<file path="config.mk">
export PLATFORM = sky130hd
export DESIGN_NAME = prot_ctrl
export DESIGN_NICKNAME = d
export VERILOG_FILES = /design/src/rtl/prot_pkg.sv /design/src/rtl/prot_sync.sv /design/src/rtl/prot_latch.sv /design/src/rtl/prot_seq.sv /design/src/rtl/prot_ctrl.sv
export SDC_FILE = /design/constraint.sdc
export NUM_CORES = 1
export LEC_CHECK = 0
export BUFFER_PORTS_ARGS = -buffer_cell sky130_fd_sc_hd__buf_4
export CORE_MARGIN = 5
export CORE_UTILIZATION = 46
export DETAILED_ROUTE_END_ITERATION = 10
export PLACE_DENSITY = 0.79
export REMOVE_ABC_BUFFERS = 1
export SLEW_MARGIN = 5
export SYNTH_ARGS = -nofsm -noshare
export SYNTH_HDL_FRONTEND = slang
export SYNTH_SLANG_ARGS = --single-unit
</file>
<file path="constraint.sdc">
create_clock -name clk -period 2 [get_ports clk]
set_clock_uncertainty 0.2 [all_clocks]
set_input_delay 0 -clock clk [delete_from_list [all_inputs] [get_ports clk]]
set_output_delay 0 -clock clk [all_outputs]
set_load 0.005 [all_outputs]
</file>
<file path="src/rtl/prot_pkg.sv">
package prot_pkg;
  localparam int F_LOW  = 0;
  localparam int F_DIP  = 1;
  localparam int F_XRAY = 2;
  localparam int F_PLL  = 3;
  localparam int N_LATCHED = 3;
  localparam int N_FAULT   = 4;

  localparam logic [2:0] ST_SAFE   = 3'd0;
  localparam logic [2:0] ST_DISOFF = 3'd1;
  localparam logic [2:0] ST_HORIZ  = 3'd2;
  localparam logic [2:0] ST_VERT   = 3'd3;
  localparam logic [2:0] ST_SUPPLY = 3'd4;
  localparam logic [2:0] ST_RUN    = 3'd5;
endpackage

</file>
<file path="src/rtl/prot_sync.sv">
module prot_sync #(
  parameter int W = 4,
  parameter int STAGES = 2
) (
  input  logic         clk,
  input  logic         rst,
  input  logic [W-1:0] d,
  output logic [W-1:0] q
);
  logic [W-1:0] pipe [STAGES];

  always_ff @(posedge clk) begin
    if (rst) begin
      for (int i = 0; i < STAGES; i++) pipe[i] <= '0;
    end else begin
      pipe[0] <= d;
      for (int i = 1; i < STAGES; i++) pipe[i] <= pipe[i-1];
    end
  end

  assign q = pipe[STAGES-1];
endmodule

</file>
<file path="src/rtl/prot_latch.sv">
module prot_latch
  import prot_pkg::*;
(
  input  logic                 clk,
  input  logic                 rst,
  input  logic [N_LATCHED-1:0] fault_s,
  input  logic                 ctrl_wr_i,
  input  logic                 soft_start_i,
  output logic [N_LATCHED-1:0] latched,
  output logic                 reg_valid
);
  always_ff @(posedge clk) begin
    if (rst)            reg_valid <= 1'b0;
    else if (|fault_s)  reg_valid <= 1'b0;
    else if (ctrl_wr_i) reg_valid <= 1'b1;
  end

  for (genvar i = 0; i < N_LATCHED; i++) begin : g_fault
    logic release_ok;
    if (i == F_DIP) begin : g_supply_release
      assign release_ok = reg_valid;
    end else begin : g_bus_release
      assign release_ok = reg_valid & soft_start_i;
    end
    always_ff @(posedge clk) begin
      if (rst) latched[i] <= 1'b0;
      else     latched[i] <= fault_s[i] | (latched[i] & ~release_ok);
    end
  end

  p_entry_r4: assert property (@(posedge clk) disable iff (rst)
    (|fault_s) |=> !reg_valid);
  p_noreload_r4: assert property (@(posedge clk) disable iff (rst)
    (latched[F_LOW] && !reg_valid) |=> latched[F_LOW]);
  p_hold_r5: assert property (@(posedge clk) disable iff (rst)
    (latched[F_XRAY] && !soft_start_i) |=> latched[F_XRAY]);
  p_dip_release_r6: assert property (@(posedge clk) disable iff (rst)
    (latched[F_DIP] && !fault_s[F_DIP] && reg_valid) |=> !latched[F_DIP]);
endmodule

</file>
<file path="src/rtl/prot_seq.sv">
module prot_seq
  import prot_pkg::*;
#(
  parameter int STEP_LEN = 16
) (
  input  logic clk,
  input  logic rst,
  input  logic any_fault,
  input  logic reg_valid,
  output logic hdrv_en_o,
  output logic bdrv_en_o,
  output logic unlock_en_o,
  output logic vout_en_o,
  output logic blank_o,
  output logic pll_discharge_o
);
  localparam int CW = (STEP_LEN > 1) ? $clog2(STEP_LEN) : 1;
  localparam logic [CW-1:0] CNT_LAST = CW'(STEP_LEN - 1);

  logic [2:0]    stage_q;
  logic [CW-1:0] cnt_q;

  always_ff @(posedge clk) begin
    if (rst || any_fault) begin
      stage_q <= ST_SAFE;
      cnt_q   <= '0;
    end else if (stage_q == ST_SAFE && !reg_valid) begin
      cnt_q   <= '0;
    end else if (stage_q != ST_RUN) begin
      if (cnt_q == CNT_LAST) begin
        stage_q <= stage_q + 3'd1;
        cnt_q   <= '0;
      end else begin
        cnt_q   <= cnt_q + 1'b1;
      end
    end
  end

  always_ff @(posedge clk) begin
    if (rst) begin
      hdrv_en_o       <= 1'b0;
      bdrv_en_o       <= 1'b0;
      unlock_en_o     <= 1'b0;
      vout_en_o       <= 1'b0;
      blank_o         <= 1'b1;
      pll_discharge_o <= 1'b1;
    end else begin
      pll_discharge_o <= (stage_q == ST_SAFE);
      hdrv_en_o       <= (stage_q >= ST_HORIZ);
      unlock_en_o     <= (stage_q >= ST_HORIZ);
      vout_en_o       <= (stage_q >= ST_VERT);
      bdrv_en_o       <= (stage_q >= ST_SUPPLY);
      blank_o         <= (stage_q < ST_RUN);
    end
  end

  p_enter_safe_r9: assert property (@(posedge clk) disable iff (rst)
    any_fault |=> (stage_q == ST_SAFE));
  p_safe_outputs_r3: assert property (@(posedge clk) disable iff (rst)
    (stage_q == ST_SAFE) |=> (blank_o && pll_discharge_o && !hdrv_en_o &&
                              !bdrv_en_o && !vout_en_o && !unlock_en_o));
  p_single_step_r8: assert property (@(posedge clk) disable iff (rst)
    (stage_q != ST_SAFE && !any_fault) |=> ((stage_q - $past(stage_q)) <= 3'd1));
  p_bdrv_after_vout_r8: assert property (@(posedge clk) disable iff (rst)
    $rose(bdrv_en_o) |-> $past(vout_en_o));
endmodule

</file>
<file path="src/rtl/prot_ctrl.sv">
module prot_ctrl
  import prot_pkg::*;
#(
  parameter int SYNC_STAGES = 2,
  parameter int STEP_LEN    = 16
) (
  input  logic       clk,
  input  logic       rst,
  input  logic       low_supply_i,
  input  logic       supply_dip_i,
  input  logic       xray_i,
  input  logic       pll_gnd_i,
  input  logic       ctrl_wr_i,
  input  logic       soft_start_i,
  output logic       hdrv_en_o,
  output logic       bdrv_en_o,
  output logic       unlock_en_o,
  output logic       vout_en_o,
  output logic       blank_o,
  output logic       pll_discharge_o,
  output logic       reload_req_o,
  output logic [3:0] fault_status_o
);
  logic [N_FAULT-1:0]   raw, sync_q;
  logic [N_LATCHED-1:0] latched;
  logic                 reg_valid, any_fault;

  assign raw = {pll_gnd_i, xray_i, supply_dip_i, low_supply_i};

  prot_sync #(.W(N_FAULT), .STAGES(SYNC_STAGES)) u_sync (
    .clk(clk), .rst(rst), .d(raw), .q(sync_q));

  prot_latch u_latch (
    .clk(clk), .rst(rst), .fault_s(sync_q[N_LATCHED-1:0]),
    .ctrl_wr_i(ctrl_wr_i), .soft_start_i(soft_start_i),
    .latched(latched), .reg_valid(reg_valid));

  assign any_fault = (|latched) | sync_q[F_PLL];

  prot_seq #(.STEP_LEN(STEP_LEN)) u_seq (
    .clk(clk), .rst(rst), .any_fault(any_fault), .reg_valid(reg_valid),
    .hdrv_en_o(hdrv_en_o), .bdrv_en_o(bdrv_en_o), .unlock_en_o(unlock_en_o),
    .vout_en_o(vout_en_o), .blank_o(blank_o), .pll_discharge_o(pll_discharge_o));

  assign reload_req_o   = ~reg_valid;
  assign fault_status_o = {sync_q[F_PLL], latched};

  p_pll_follows_r7: assert property (@(posedge clk) disable iff (rst)
    !$past(pll_gnd_i, 2) |-> !fault_status_o[F_PLL]);
endmodule

</file>
# Word level (Yosys, flattened, before mapping)
# Memories as Yosys holds them, arrays and structs flattened.
# Cells that the tools add are included.
# word_totals
reg_bits,16
ram_bits,8
wordCells,47
n_memories,1
# memory_table
name,words,width,rd,rd_clocked_by_memory_dff,wr,line,text
u_sync.pipe,2,4,2,0,2,prot_sync.sv:10,logic [W-1:0] pipe [STAGES];
# op_classes
addsub,2
n_lt_le_gt_ge,4
eq_ne,2
muxes,6
bitwise,13
reduce_logical,8
# op_table
operator,count
4-bit two-way mux,3
3-bit by 2-bit greater-or-equal comparator with 1-bit output (second input constant),2
1-bit OR,6
4-bit by 1-bit adder with 4-bit output (second input constant),1
1-bit AND,4
4-bit == test (second input constant),1
4-bit OR reduction,1
3-bit by 1-bit adder with 3-bit output (second input constant),1
3-bit greater-or-equal comparator (second input constant),1
3-bit zero test,1
3-bit < comparator (second input constant),1
1-bit two-way mux,3
3-bit != test (second input constant),1
1-bit inverter,3
3-bit AND reduction,1
3-bit OR reduction,1
2-bit OR reduction,1
1-bit logical AND,1
1-bit zero test,1
1-bit logical OR,1

# Depth between registers and ports, before layout
# logic_depth
depth_word,4
mapped_depth,5

# Cells and area by module
# A second synthesis with hierarchy kept.
# unflattened
cells_unflattened,93
area_unflattened_um2,939.7
# by_module_without_submodules
mod,instances,cells_each,area_per_inst_um2,seq_area_each_um2
prot_seq,1,58,544.3,240.2
prot_sync,1,20,240.2,160.2
prot_latch,1,13,143.9,80.1
prot_ctrl,1,2,11.3,0.0

# Worst setup path before layout
# OpenSTA, ideal clock, no wires.
# synth_path
path_kind,register to register
start,register u_seq.stage_q[1]
end,register u_seq.cnt_q[3]
arrival_ns,1.593
required_time_ns,1.697
setup_slack_ns,0.103
stages_incl_launch_ff,6
n_path_buf,0
period_less_slack_ns,1.897
cell_sequence,dfxtp_1 inv_1 ha_1 a21bo_1 or3_1 a2111oi_2
# synth_via
elab_chain_len,3
word_cells_on_any_way,4
# synth_lines
item,line,text
start: declaration,prot_seq.sv:20,logic [2:0] stage_q;
start signal: assignment,prot_seq.sv:31,stage_q <= stage_q + 3'd1;
3-bit zero test,prot_seq.sv:27,end else if (stage_q == ST_SAFE && !reg_valid) begin
1-bit logical AND,prot_seq.sv:27,
2-bit OR reduction (no line),n/a,
end signal: assignment,prot_seq.sv:34,cnt_q <= cnt_q + 1'b1;
end: declaration,prot_seq.sv:21,logic [CW-1:0] cnt_q;
# Several ways; a longest one is shown, not always the timed one.
# A chain may end at the register's enable or synchronous reset.

# Worst setup path after layout
# Same ends and word-level chain as after synthesis.

==> impl_metrics.json <==
{
  "critical_path_arrival_ps": 1940,
  "required_ps": 2020,
  "report.power.total_mw": 0.911,
  "cts_tree": "yes",
  "antenna_found_initial": 0,
  "finish.instance_area_sq_um": 1280,
  "crit_path_end_kind": "flop",
  "yosys_most_used_dff": "sky130_fd_sc_hd__dfxtp_1",
  "core_sq_um": 1940,
  "grt_setup_unrepaired": "no",
  "grt_pass1_vias": 683,
  "worst_hold_path_type": "reg2reg",
  "min_period_over_period_pct": 95.8,
  "synthMuxAreaShare_pct": 1.08,
  "drv.max_cap_violation_count": 0,
  "timing.final.setup_violations": 0,
  "cts.sink_count": 24,
  "synthXorXnorAreaFrac_pct": 1.88,
  "clock_buffer_depth": 2,
  "post-route-min-period_ps": 1920,
  "path_clk_slew_ps": 120,
  "place_area_sq_um": 1080,
  "maxSlewViolCount": 0,
  "cellLeakagePower_nw": 0.521,
  "synth-adder-area-share_pct": 8.06,
  "layout_overhead_on_the_synthesized_area_pct": 37.1,
  "initial_core_util_pct": 47.9,
  "timing.critical_path.from": "u_seq.stage_q[1]",
  "criticalPathCategory": "reg2reg",
  "routed_wire_length_per_instance_um": 11.2,
  "fill_cells": 169,
  "yosysSeqAreaShare_pct": 51.6,
  "worst_margin_slew_ps": 570,
  "grt_start_max_net_pins": 18,
  "synthSimpleGateAreaFrac_pct": 19.4,
  "h-tree-depth": 1,
  "hpwlAfterDp_um": 1170,
  "synthDistinctLibCells": 28,
  "crit-reg2reg-launch": "u_seq.stage_q[1]",
  "cts_buffers": 3,
  "drtAntennaViolNets": 0,
  "grt_usage_pct": 13.0,
  "initialDrtViolationCount": 6,
  "die_x_um": 55.0,
  "ioPinCount": 19,
  "drc": 0,
  "synth_enable_flop_cells": 0,
  "result_of_the_run": "finished, final reports clean",
  "dr_total_vias": 736,
  "synth-compound-area-share_pct": 13.2,
  "die_h_um": 55.0,
  "cp_max_fo": 7,
  "synth-async-reset-ratio_pct": 0,
  "finalWeightedCongestion": 0.799,
  "max-vdd-ir-drop_mv": 0.701,
  "post_synth_inst_count": 93,
  "wire_length_of_the_first_global_routing_pass_um": 2810,
  "sequential_cell_area_sq_um": 482,
  "fmax_mhz": 522,
  "fp.dieArea_sq_um": 3020,
  "dr.pass1.iters": 3,
  "hold_violations": 0,
  "multiInputGateArea_sq_um": 423,
  "setup-tns-final_ps": 0,
  "clock-root-buffer": "sky130_fd_sc_hd__clkbuf_4",
  "antenna_cells": 0,
  "slew_headroom_pct": 61.9,
  "gr-total-overflow": 0,
  "syn-cell-area_sq_um": 931,
  "port_buffers": 18,
  "worst_setup_path_start_kind": "flop",
  "placement.setup.worst_slack_ps": -24.5,
  "syn_area_per_cell_sq_um": 10.0,
  "synth-warning-count": 0,
  "instances_no_fill": 152,
  "launch_point_of_the_worst_hold_path": "u_sync.pipe[0][1]",
  "synth-seq-cells": 24,
  "drt-vias-per-instance": 4.84,
  "p_per_area_nw_per_um2": 714,
  "core.rowCount": 16,
  "layout_setup_ws_ps": 84.0,
  "finalWirelength_um": 1710,
  "post_route_cells_drive_above_1_share_pct": 23.2,
  "worstSkewPairLatency_ps": 310,
  "main_combinational_cell_family_by_area_after_synthesis": "simple AND/OR/NAND/NOR gates",
  "design.final.nets": 140,
  "post-place-cells": 136
}
==> critical path, cell delays in order (launching register included) <==
cell and delay [ps]:
sky130_fd_sc_hd__dfxtp_1 350, sky130_fd_sc_hd__inv_1 60, sky130_fd_sc_hd__ha_1 220, sky130_fd_sc_hd__a21bo_2 270
sky130_fd_sc_hd__or3_1 390, sky130_fd_sc_hd__a2111oi_4 340
==> layout make-up <==
cell class	count	share of cell area, %
Timing Repair Buffer	32	21.2
Tap cell	27	2.65
Multi-Input combinational cell	61	33.1
Inverter	4	1.18
Clock inverter	1	2.35
Sequential cell	24	37.7
Clock buffer	3	1.76
==> power by group <==
group | internal, mW | switching, mW | leakage, nW | total [mW]
clock network | 0.203 | 0.136 | 0.0279 | 0.338
registers | 0.491 | 0.00793 | 0.196 | 0.499
logic | 0.0434 | 0.0298 | 0.297 | 0.0732
total | 0.737 | 0.173 | 0.521 | 0.911
==> logic make-up (layout without fill, tap and decap cells) <==
group	Yosys count	in the layout
adders and majority gates	6	6
and+or+nand+nor	34	34
xor gates and xnor gates	2	2
muxes	1	1
DFF	24	24
AOI/OAI and AO/OA	18	18
buffers and inverters	8	40
==> worst paths after layout <==
check,cells past startpoint,endpoint,slack (ps)
setup reg to reg,5,u_seq.cnt_q[3],80
hold / removal,1,u_sync.pipe[0][5],250
setup / recovery,5,u_seq.cnt_q[3],80
hold reg to reg,1,u_sync.pipe[0][5],250
==> timing repair <==
item	4_1_cts	5_1_grt
setup buffers	0	0
resized for setup	1	3
endpoints found under the hold margin	17	0
endpoints found under the setup margin	3	2
hold buffers	12	0
==> cells in the mapped netlist, types with 3 or more instances <==
cell type	instances	area [sq um]
sky130_fd_sc_hd__nor2b_1	8	50.1
sky130_fd_sc_hd__o21ai_0	3	15.0
sky130_fd_sc_hd__nor2_1	8	30.0
sky130_fd_sc_hd__a21oi_1	6	30.0
sky130_fd_sc_hd__ha_1	6	75.1
sky130_fd_sc_hd__nor3_1	4	20.0
sky130_fd_sc_hd__dfxtp_1	24	480
sky130_fd_sc_hd__inv_1	4	15.0
sky130_fd_sc_hd__nand2_1	5	18.8
==> placed cells by master (no fill, tap or decap), types with 2 or more instances in the layout <==
cell	count
sky130_fd_sc_hd__xnor2_1	2
sky130_fd_sc_hd__nand2_1	5
sky130_fd_sc_hd__nor2_1	8
sky130_fd_sc_hd__a21boi_0	2
sky130_fd_sc_hd__nor4_1	2
sky130_fd_sc_hd__clkbuf_4	3
sky130_fd_sc_hd__dlygate4sd3_1	12
sky130_fd_sc_hd__o21ai_0	3
sky130_fd_sc_hd__buf_4	20
sky130_fd_sc_hd__inv_1	4
sky130_fd_sc_hd__o31ai_1	2
sky130_fd_sc_hd__nor3_1	4
sky130_fd_sc_hd__ha_1	6
sky130_fd_sc_hd__a21oi_1	6
sky130_fd_sc_hd__nand4_1	2
sky130_fd_sc_hd__dfxtp_1	23
sky130_fd_sc_hd__nor2b_1	8
==> sequential cells by signal (all words and copies together) (netlist names) <==
| name | count |
|---|---|
| u_sync.pipe | 8 |
| u_seq.pll_discharge_o | 1 |
| u_seq.bdrv_en_o | 1 |
| u_seq.vout_en_o | 1 |
| u_seq.stage_q | 3 |
| u_seq.cnt_q | 4 |
| u_latch.latched | 3 |
| u_seq.hdrv_en_o | 1 |
| u_latch.reg_valid | 1 |
| u_seq.blank_o | 1 |
==> through the flow <==
step,hold slack [ps],util (%)
global route,273,65.7
finish,250,65.7
floorplan,-128,-
CTS,252,65.0
global placement,-0.665,55.9
detailed placement,6.31,55.9
==> per-layer routing <==
layer | vias up | global-route usage, % | share of wire, %
met2 | 14 | 23.0 | 53
met1 | 340 | 15.0 | 42
met3 | 0 | 4.83 | 5.6
met4 | 0 | 2.43 | 0
met5 | - | 0 | 0
li1 | 382 | - | -
No activity file was read; power rests on OpenSTA's default activity.
